File: src/rtl/auto_reload_timer.sv
`timescale 1ns/1ps
module auto_reload_timer #(
  parameter int DW = 32,
  parameter int AW = 4,
  parameter int PW = 3
) (
  input  logic          clk,
  input  logic          rst_n,
  input  logic          wr_en,
  input  logic          rd_en,
  input  logic [AW-1:0] addr,
  input  logic [DW-1:0] wdata,
  output logic [DW-1:0] rdata,
  output logic          irq
);
  localparam int DIVW = 1 << PW;
  localparam logic [AW-1:0] A_CTRL = AW'(0);
  localparam logic [AW-1:0] A_LOAD = AW'(4);
  localparam logic [AW-1:0] A_CNT  = AW'(8);

  logic            st_q, ar_q, ce_q, irq_q;
  logic [PW-1:0]   pre_q;
  logic [DW-1:0]   load_q, cnt_q, rdata_q, rmux;
  logic [DIVW-1:0] div_q;

  wire wr_ctrl    = wr_en && addr == A_CTRL;
  wire wr_load    = wr_en && addr == A_LOAD;
  wire start_rise = wr_ctrl && wdata[0] && !st_q;
  wire run        = st_q && ce_q;

  wire [DIVW-1:0] div_lim = (DIVW'(1) << ({1'b0, pre_q} + 1'b1)) - DIVW'(1);
  wire            tick    = run && div_q >= div_lim;
  wire [DW-1:0]   cnt_nxt = (cnt_q == '0) ? load_q : cnt_q - DW'(1);
  wire            hit     = tick && cnt_nxt == '0;

  always_comb begin
    case (addr)
      A_CTRL:  rmux = DW'({ce_q, pre_q, ar_q, st_q});
      A_CNT:   rmux = cnt_q;
      default: rmux = '0;
    endcase
  end

  always_ff @(posedge clk) begin
    if (!rst_n) begin
      st_q    <= 1'b0;
      ar_q    <= 1'b0;
      ce_q    <= 1'b0;
      pre_q   <= '0;
      load_q  <= '0;
      cnt_q   <= '0;
      div_q   <= '0;
      irq_q   <= 1'b0;
      rdata_q <= '0;
    end else begin
      irq_q <= hit;
      if (rd_en) rdata_q <= rmux;
      if (wr_load) load_q <= wdata;
      if (wr_ctrl) begin
        st_q  <= wdata[0];
        ar_q  <= wdata[1];
        pre_q <= wdata[2 +: PW];
        ce_q  <= wdata[2 + PW];
      end else if (hit && !ar_q) begin
        st_q <= 1'b0;
      end
      if (start_rise) begin
        cnt_q <= load_q;
        div_q <= '0;
      end else if (tick) begin
        cnt_q <= cnt_nxt;
        div_q <= '0;
      end else if (run) begin
        div_q <= div_q + DIVW'(1);
      end
    end
  end

  assign rdata = rdata_q;
  assign irq   = irq_q;
endmodule


File: config.mk
export PLATFORM = sky130hd
export DESIGN_NAME = auto_reload_timer
export DESIGN_NICKNAME = d
export VERILOG_FILES = /design/src/rtl/auto_reload_timer.sv
export SDC_FILE = /design/constraint.sdc
export NUM_CORES = 1
export LEC_CHECK = 0
export ABC_AREA = 1
export ABC_CLOCK_PERIOD_IN_PS = 3480
export CORE_MARGIN = 2
export CORE_UTILIZATION = 36
export CTS_CLUSTER_SIZE = 14
export DETAILED_ROUTE_END_ITERATION = 6
export SLEW_MARGIN = 20
export SYNTH_ARGS = -nofsm -noshare
export SYNTH_HDL_FRONTEND = slang
export SYNTH_SLANG_ARGS = --single-unit
File: constraint.sdc
create_clock -name clk -period 3.48 [get_ports clk]
set_input_delay 0.348 -clock clk [delete_from_list [all_inputs] [get_ports clk]]
set_output_delay 0.348 -clock clk [all_outputs]
set_load 0.01 [all_outputs]
==> results of run 1 <==
## final cells by class
cell class / count / area [um^2] / area share
multi-input cells: 699 / 3450 / 0.459
inverters: 108 / 407 / 0.0540
well taps: 225 / 282 / 0.0374
repair buffers: 85 / 821 / 0.109
flip-flops and latches: 111 / 2220 / 0.295
clock buffers: 10 / 239 / 0.0317
clock inverters: 5 / 106 / 0.0141
## how the worst max path moves through the flow
stage                               start                      to  slack [ps]  cells past startpoint
floorplan           pre_q[2]$_SDFFE_PN0P_  cnt_q[26]$_SDFFE_PN0P_         850                     17
global placement    pre_q[2]$_SDFFE_PN0P_   cnt_q[3]$_SDFFE_PN0P_         560                     17
detailed placement  pre_q[2]$_SDFFE_PN0P_   cnt_q[5]$_SDFFE_PN0P_         460                     17
CTS                 pre_q[2]$_SDFFE_PN0P_   cnt_q[0]$_SDFFE_PN0P_         450                     17
global route        pre_q[2]$_SDFFE_PN0P_   cnt_q[0]$_SDFFE_PN0P_          90                     17
finish              pre_q[2]$_SDFFE_PN0P_   cnt_q[0]$_SDFFE_PN0P_         440                     17
## synth_stat cells, types with 4 or more instances
master	n
a21oi_1	56
a22oi_1	9
buf_2	7
clkbuf_1	28
clkinv_1	4
dfxtp_1	111
ha_1	12
inv_1	98
inv_2	5
nand2_1	233
nand2_2	10
nand2_4	4
nand3_1	48
nand4_1	13
nor2_1	139
nor2_2	10
nor2_4	7
o211ai_1	5
o21ai_0	87
o221ai_1	13
o22ai_1	18
xor2_1	9
## critical path, delay by kind of cell, from the launching register on
family	cells	cell delay (ps)
and+or+nand+nor	7	960
DFF	1	420
adders and majority gates	2	500
buffers and inverters	4	590
AOI/OAI and AO/OA	4	440
## metal layers
metal,track usage,vias up
li1,-,3235
met4,0.0862,0
met2,0.286,222
met3,0.0362,31
met1,0.328,2830
met5,0,-
## layout by cell type, fill, tap and decap left out, types with 3 or more instances in the layout
cell and count:
a21oi_1 56, a22oi_1 9, buf_4 12, bufinv_16 3
clkbuf_16 9, clkdlybuf4s50_1 70, clkinv_1 4, dfxtp_1 111
ha_1 12, inv_1 98, inv_2 5, nand2_1 233
nand2_2 10, nand2_4 4, nand3_1 48, nand4_1 13
nor2_1 139, nor2_2 10, nor2_4 7, nor3_1 3
nor4_2 3, o211ai_1 5, o21ai_0 87, o221ai_1 13
o22ai_1 18, xnor2_1 3, xor2_1 9
## cell families (layout without fill, tap and decap cells)
group	count (synthesis)	in the layout	share of synthesized area
and+or+nand+nor	480	480	0.336
AOI/OAI and AO/OA	193	193	0.172
buffers and inverters	150	208	0.0951
DFF	111	111	0.355
adders and majority gates	12	12	0.0240
xor gates and xnor gates	12	12	0.0168
other	1	2	0.000599
## power breakdown
part | switching [mW] | internal (mW) | leakage [nW]
sequential | 0.0164 | 1.30 | 0.901
clock | 0.486 | 0.721 | 0.165
combinational | 0.159 | 0.130 | 2.36
## stage by stage
stage | util | cell area (um^2)
final | 0.438 | 7530
after global routing | 0.438 | 7530
after CTS | 0.438 | 7530
after detailed placement | 0.418 | 7180
after global placement | 0.418 | 7180
after floorplan | - | 6260
## state kept, by name, summed over array words and instances (netlist names), 3 cells and up
name	cells
pre_q	3
load_q	32
div_q	8
rdata	32
cnt_q	32
==> reports/metrics.cfg, run 1 <==
[timing]
fin_tns_setup_ps=0
slew_headroom=0.568
rsz0062_at_grt=no
period_share=0.874
finalHoldViolations=0
drv_slew=0
finalSetupViolations=0
clock_skew_ps=6.84
period_needed_ps=3040
worstMarginPinSlew_ps=644
fmaxAchievable_mhz=329
whs_ps=386
fin_ws_ps=439

[place]
pre_cts_ws_ps=462
dp_cells=1228
hpwlAfterDp_um=14300
gp_congestion=0.888
portBuffers=72

[worst_hold_path]
hold-path-endpoint=rdata[6]$_SDFFE_PN0P_
hold_path_startpoint=rd_en
hold_depth=2
hp-class=input port to register

[grt]
grt_pass1_wl_um=30000
grt_pass1_vias=5645
antenna_found_initial=0
grt_max_degree=70
grt_usage=0.212
grt_overflow=0

[cts]
cts_tree=done
clkLatencyLatePin_ps=360
numCtsBuffers=9
cts_buffer_depth=2
postCtsSetupRepairBufs=0
clock-root-buffer=clkbuf_16
cts_hold_buf=0
clock-sinks=111
clkTransAtPathRegs_ps=70
ctsResizeCount=0
h-tree-depth=3

[drt]
via_count=6318
drt-met1-wl_um=9730
dr.max_layer_used=met4
routed_wl_um=18900
first_pass_iters=5
route.detailed.drc=0
dr_wl_met2_um=7190
drtIter0Drc=673
post_drt_wl_per_cell_um=15.2
wl_met3_um=1410
via_per_inst=5.08
ant_nets=0

[setup_path]
rr_endpoint=cnt_q[0]$_SDFFE_PN0P_
arrival_ps=3260
cp_cell_sequence=inv_1, nand2_1, ha_1, o21ai_0, o22ai_1, inv_1, ha_1, nand2_1, nor2_1, nand4_1, o2111ai_1, nand2_1, nand2_2, inv_1, nand2_1, buf_4, o22ai_1
r2r_slack_ps=440
critPathMaxFanout=22
crit_top_cell=nand2_1
worst_path_max_delay_cell=dfxtp_1
endpoint_kind=register
required_ps=3700
r2r-start=pre_q[2]$_SDFFE_PN0P_
slowest_delay_ps=420
critical_path_class=register to register
crit_path_start_kind=register
reg2reg_depth=17

[cells_and_area]
fin_nets=1066
nFillCells=1845
syn_to_final_growth_pct=20.3
drive_gt1_frac=0.0727
num_antenna_cells=0
final_cells=1243

[logic_synthesis]
ys_ff_latch=111
avgSynthCellArea_um2=6.53
synth_top_area_cell=dfxtp_1
syn-instance-count=959
synth_edf_count=0
synth-main-ff-cell=dfxtp_1
yosysWarnings=0
netlist_area_mm2=0.00626
synthArstFlopShare=0
ys_seq_area_frac=0.355
synthTopCellsByArea=dfxtp_1 (35%), nand2_1 (14%), nor2_1 (8.3%)
ys_types=43
synth_top_cell_area_share=0.355

[floorplanning]
chipHeight_um=136
core.rowCount=48
die_x_um=136
pin_count=73
core_area_mm2=0.0172
initial_core_util=0.365
die_area_mm2=0.0185

[pwr]
cellLeakagePower_nw=3.42
ir_worst_vdd_v=0.000237
finalPower_mw=2.81
pwr_density_cell_mw_per_mm2=373

[outcome]
status=complete, no violations

[flow_run]
drv_cap=0

No activity file was read; power rests on OpenSTA's default activity.
==> run 2, diff against run 1 <==
Settings changed: CORE_MARGIN 2 to default.
==> run 2 against run 1 <==
Net effect:
- clock-buffer cell count grew 2
- global-route usage grew 0.85 points
- sequential power is essentially flat
- non-clock buffer count is the same
- combinational power grew 1%
- critical path depth grew 1
- die area shrank 2.9%
- hold slack gained 29 ps
==> reports/metrics.cfg, run 2 (synthesis results as in run 1) <==
[drt]
routed_wl_um=19000  ; +0.85%
ant_nets=0  ; unchanged
via_count=6330  ; +0.19%
drtIter0Drc=474  ; -30%
via_per_inst=5.11  ; +0.51%
post_drt_wl_per_cell_um=15.3  ; +1.2%
first_pass_iters=5  ; unchanged
route.detailed.drc=0  ; unchanged

[cells_and_area]
final_area_mm2=0.00751  ; -0.23%
layout_common_cells=nand2_1 (233), nor2_1 (139), dfxtp_1 (111)
final_cells=1239  ; -0.32%
drive_gt1_frac=0.0726  ; about the same
nFillCells=1772  ; -4.0%
fin_nets=1066  ; unchanged
num_antenna_cells=0  ; unchanged
syn_to_final_growth_pct=20.0
layout.cells.most_common=nand2_1

[setup_path]
crit_family=buffers and inverters
rr_endpoint=cnt_q[19]$_SDFFE_PN0P_
critical_path_class=register to register
worst_path_max_delay_cell=dfxtp_1
r2r_slack_ps=470  ; +30 ps
endpoint_kind=register
critPathBufInv=5  ; +1
reg2reg_depth=18  ; +1
slowest_delay_ps=420  ; about the same
critPathMaxFanout=9  ; -59%
arrival_ps=3330  ; +70 ps
cp_cell_sequence=inv_1, nand2_1, ha_1, o21ai_0, o22ai_1, inv_1, ha_1, nand2_1, nor2_1, nand4_1, o2111ai_1, nand2_1, inv_1, buf_4, nand2_1, o211ai_1, nand2_1, inv_1
crit_path_start_kind=register
r2r-start=pre_q[2]$_SDFFE_PN0P_
required_ps=3800  ; +100 ps
crit_top_cell=nand2_1

[pwr]
finalPower_mw=2.77  ; -1.4%
pwr_density_cell_mw_per_mm2=369  ; -1.2%
p_int_mw=2.10  ; -2.2%
pwr-share-clk=0.420  ; -0.010
pwr-share-comb=0.106  ; +0.003
power_switching_uw=668  ; +1.0%
switching_share=0.241  ; +0.00579
sequentialPowerShare=0.474  ; +0.006
ir_worst_vdd_v=0.000250  ; +5.3%
cellLeakagePower_nw=3.42  ; about the same

[timing]
period_share=0.866  ; -0.00787
fin_tns_setup_ps=0  ; unchanged
period_needed_ps=3010  ; -27.4 ps
drv_slew=0  ; unchanged
fmaxAchievable_mhz=332  ; +0.91%
finalSetupViolations=0  ; unchanged
finalHoldViolations=0  ; unchanged
rsz0062_at_grt=no
slew_headroom=0.559  ; -0.00918
clock_skew_ps=11.4  ; +4.59 ps
worstMarginPinSlew_ps=658  ; +13.7 ps

[cts]
clock-sinks=111  ; unchanged
cts_buffer_depth=2  ; unchanged
postCtsSetupRepairBufs=0  ; unchanged
h-tree-depth=3  ; unchanged
clkLatencyLatePin_ps=370  ; about the same
cts_hold_buf=0  ; unchanged
cts_tree=done
clkTransAtPathRegs_ps=70  ; about the same
clock-root-buffer=clkbuf_16
ctsResizeCount=0  ; unchanged
numCtsBuffers=9  ; unchanged

[place]
portBuffers=72  ; unchanged
hpwlAfterDp_um=14400  ; +0.97%
gp_congestion=0.884  ; -0.46%
place_area_mm2=0.00718  ; about the same
dp_cells=1223  ; -0.41%

[grt]
grt_overflow=0  ; unchanged
gr-usage-met3=0.0378  ; +0.00163
grt_pass1_wl_um=30900  ; +2.9%
use_met1=0.335  ; +0.00699
grt_pass1_vias=5811  ; +2.9%
antenna_found_initial=0  ; unchanged
met2_usage=0.305  ; +0.0192
grt_busiest_layer=met1
grt_max_degree=55  ; -21%
grt_usage=0.221  ; +0.00854

[flow_run]
drv_cap=0  ; unchanged

[floorplanning]
die_area_mm2=0.0179  ; -2.9%
core.rowCount=47  ; -2.1%
pin_count=73  ; unchanged
core_area_mm2=0.0168  ; -2.4%
chipHeight_um=134  ; -1.5%
initial_core_util=0.374  ; +0.00906
die_x_um=134  ; -1.5%

[worst_hold_path]
hold_depth=3  ; +1
hp-class=input port to register
hold-path-endpoint=rdata[1]$_SDFFE_PN0P_
hold_path_startpoint=rd_en

[outcome]
status=complete, no violations

## run 2: changes by cell type in the layout (fill, tap and decap cells not counted), sizes merged
cell / change
clkinv: +1
clkinvlp: -1
clkbuf: +2
bufinv: -1
## run 2: metrics by stage
step / hold WS, ps / setup slack (ps) / utilization
6_report: 415 / 466 / 0.448
4_1_cts: 402 / 531 / 0.448
2_1_floorplan: 439 / 848 / -
3_5_place_dp: 486 / 549 / 0.428
5_1_grt: 447 / 189 / 0.448
3_3_place_gp: 476 / 656 / 0.428
## run 2: layout make-up
type,instances,area (um^2),share of cell area
multi-input cells,699,3450,0.460
flip-flops and latches,111,2220,0.296
repair buffers,85,821,0.109
inverters,108,407,0.0541
well taps,220,275,0.0366
clock buffers,12,256,0.0341
clock inverters,4,77.6,0.0103
## run 2: power by group through the flow
stage / combinational (mW) / clock, mW / sequential [mW]
detailed placement: 0.291 / 0 / 1.34
floorplan: 0.153 / 0 / 1.35
global placement: 0.290 / 0 / 1.34
global route: 0.323 / 1.24 / 1.32
CTS: 0.292 / 1.19 / 1.31
finish: 0.293 / 1.16 / 1.31
## run 2: per-layer routing
| metal | routed length (um) | vias up |
|---|---|---|
| li1 | - | 3227 |
| met5 | 0 | - |
| met4 | 384 | 0 |
| met1 | 9830 | 2831 |
| met2 | 7420 | 248 |
| met3 | 1380 | 24 |
## run 2: worst max-delay path by stage
stage                                   to             startpoint  cells after the start
floorplan           cnt_q[26]$_SDFFE_PN0P_  pre_q[2]$_SDFFE_PN0P_                     17
global placement     cnt_q[3]$_SDFFE_PN0P_  pre_q[2]$_SDFFE_PN0P_                     17
detailed placement  cnt_q[19]$_SDFFE_PN0P_  pre_q[2]$_SDFFE_PN0P_                     18
CTS                 cnt_q[19]$_SDFFE_PN0P_  pre_q[2]$_SDFFE_PN0P_                     18
global route        cnt_q[19]$_SDFFE_PN0P_  pre_q[2]$_SDFFE_PN0P_                     18
finish              cnt_q[19]$_SDFFE_PN0P_  pre_q[2]$_SDFFE_PN0P_                     18
## run 2: worst min-delay path, cell delays in order
cell      delay (ps)
buf_2            200
o221ai_1         150
inv_1             50
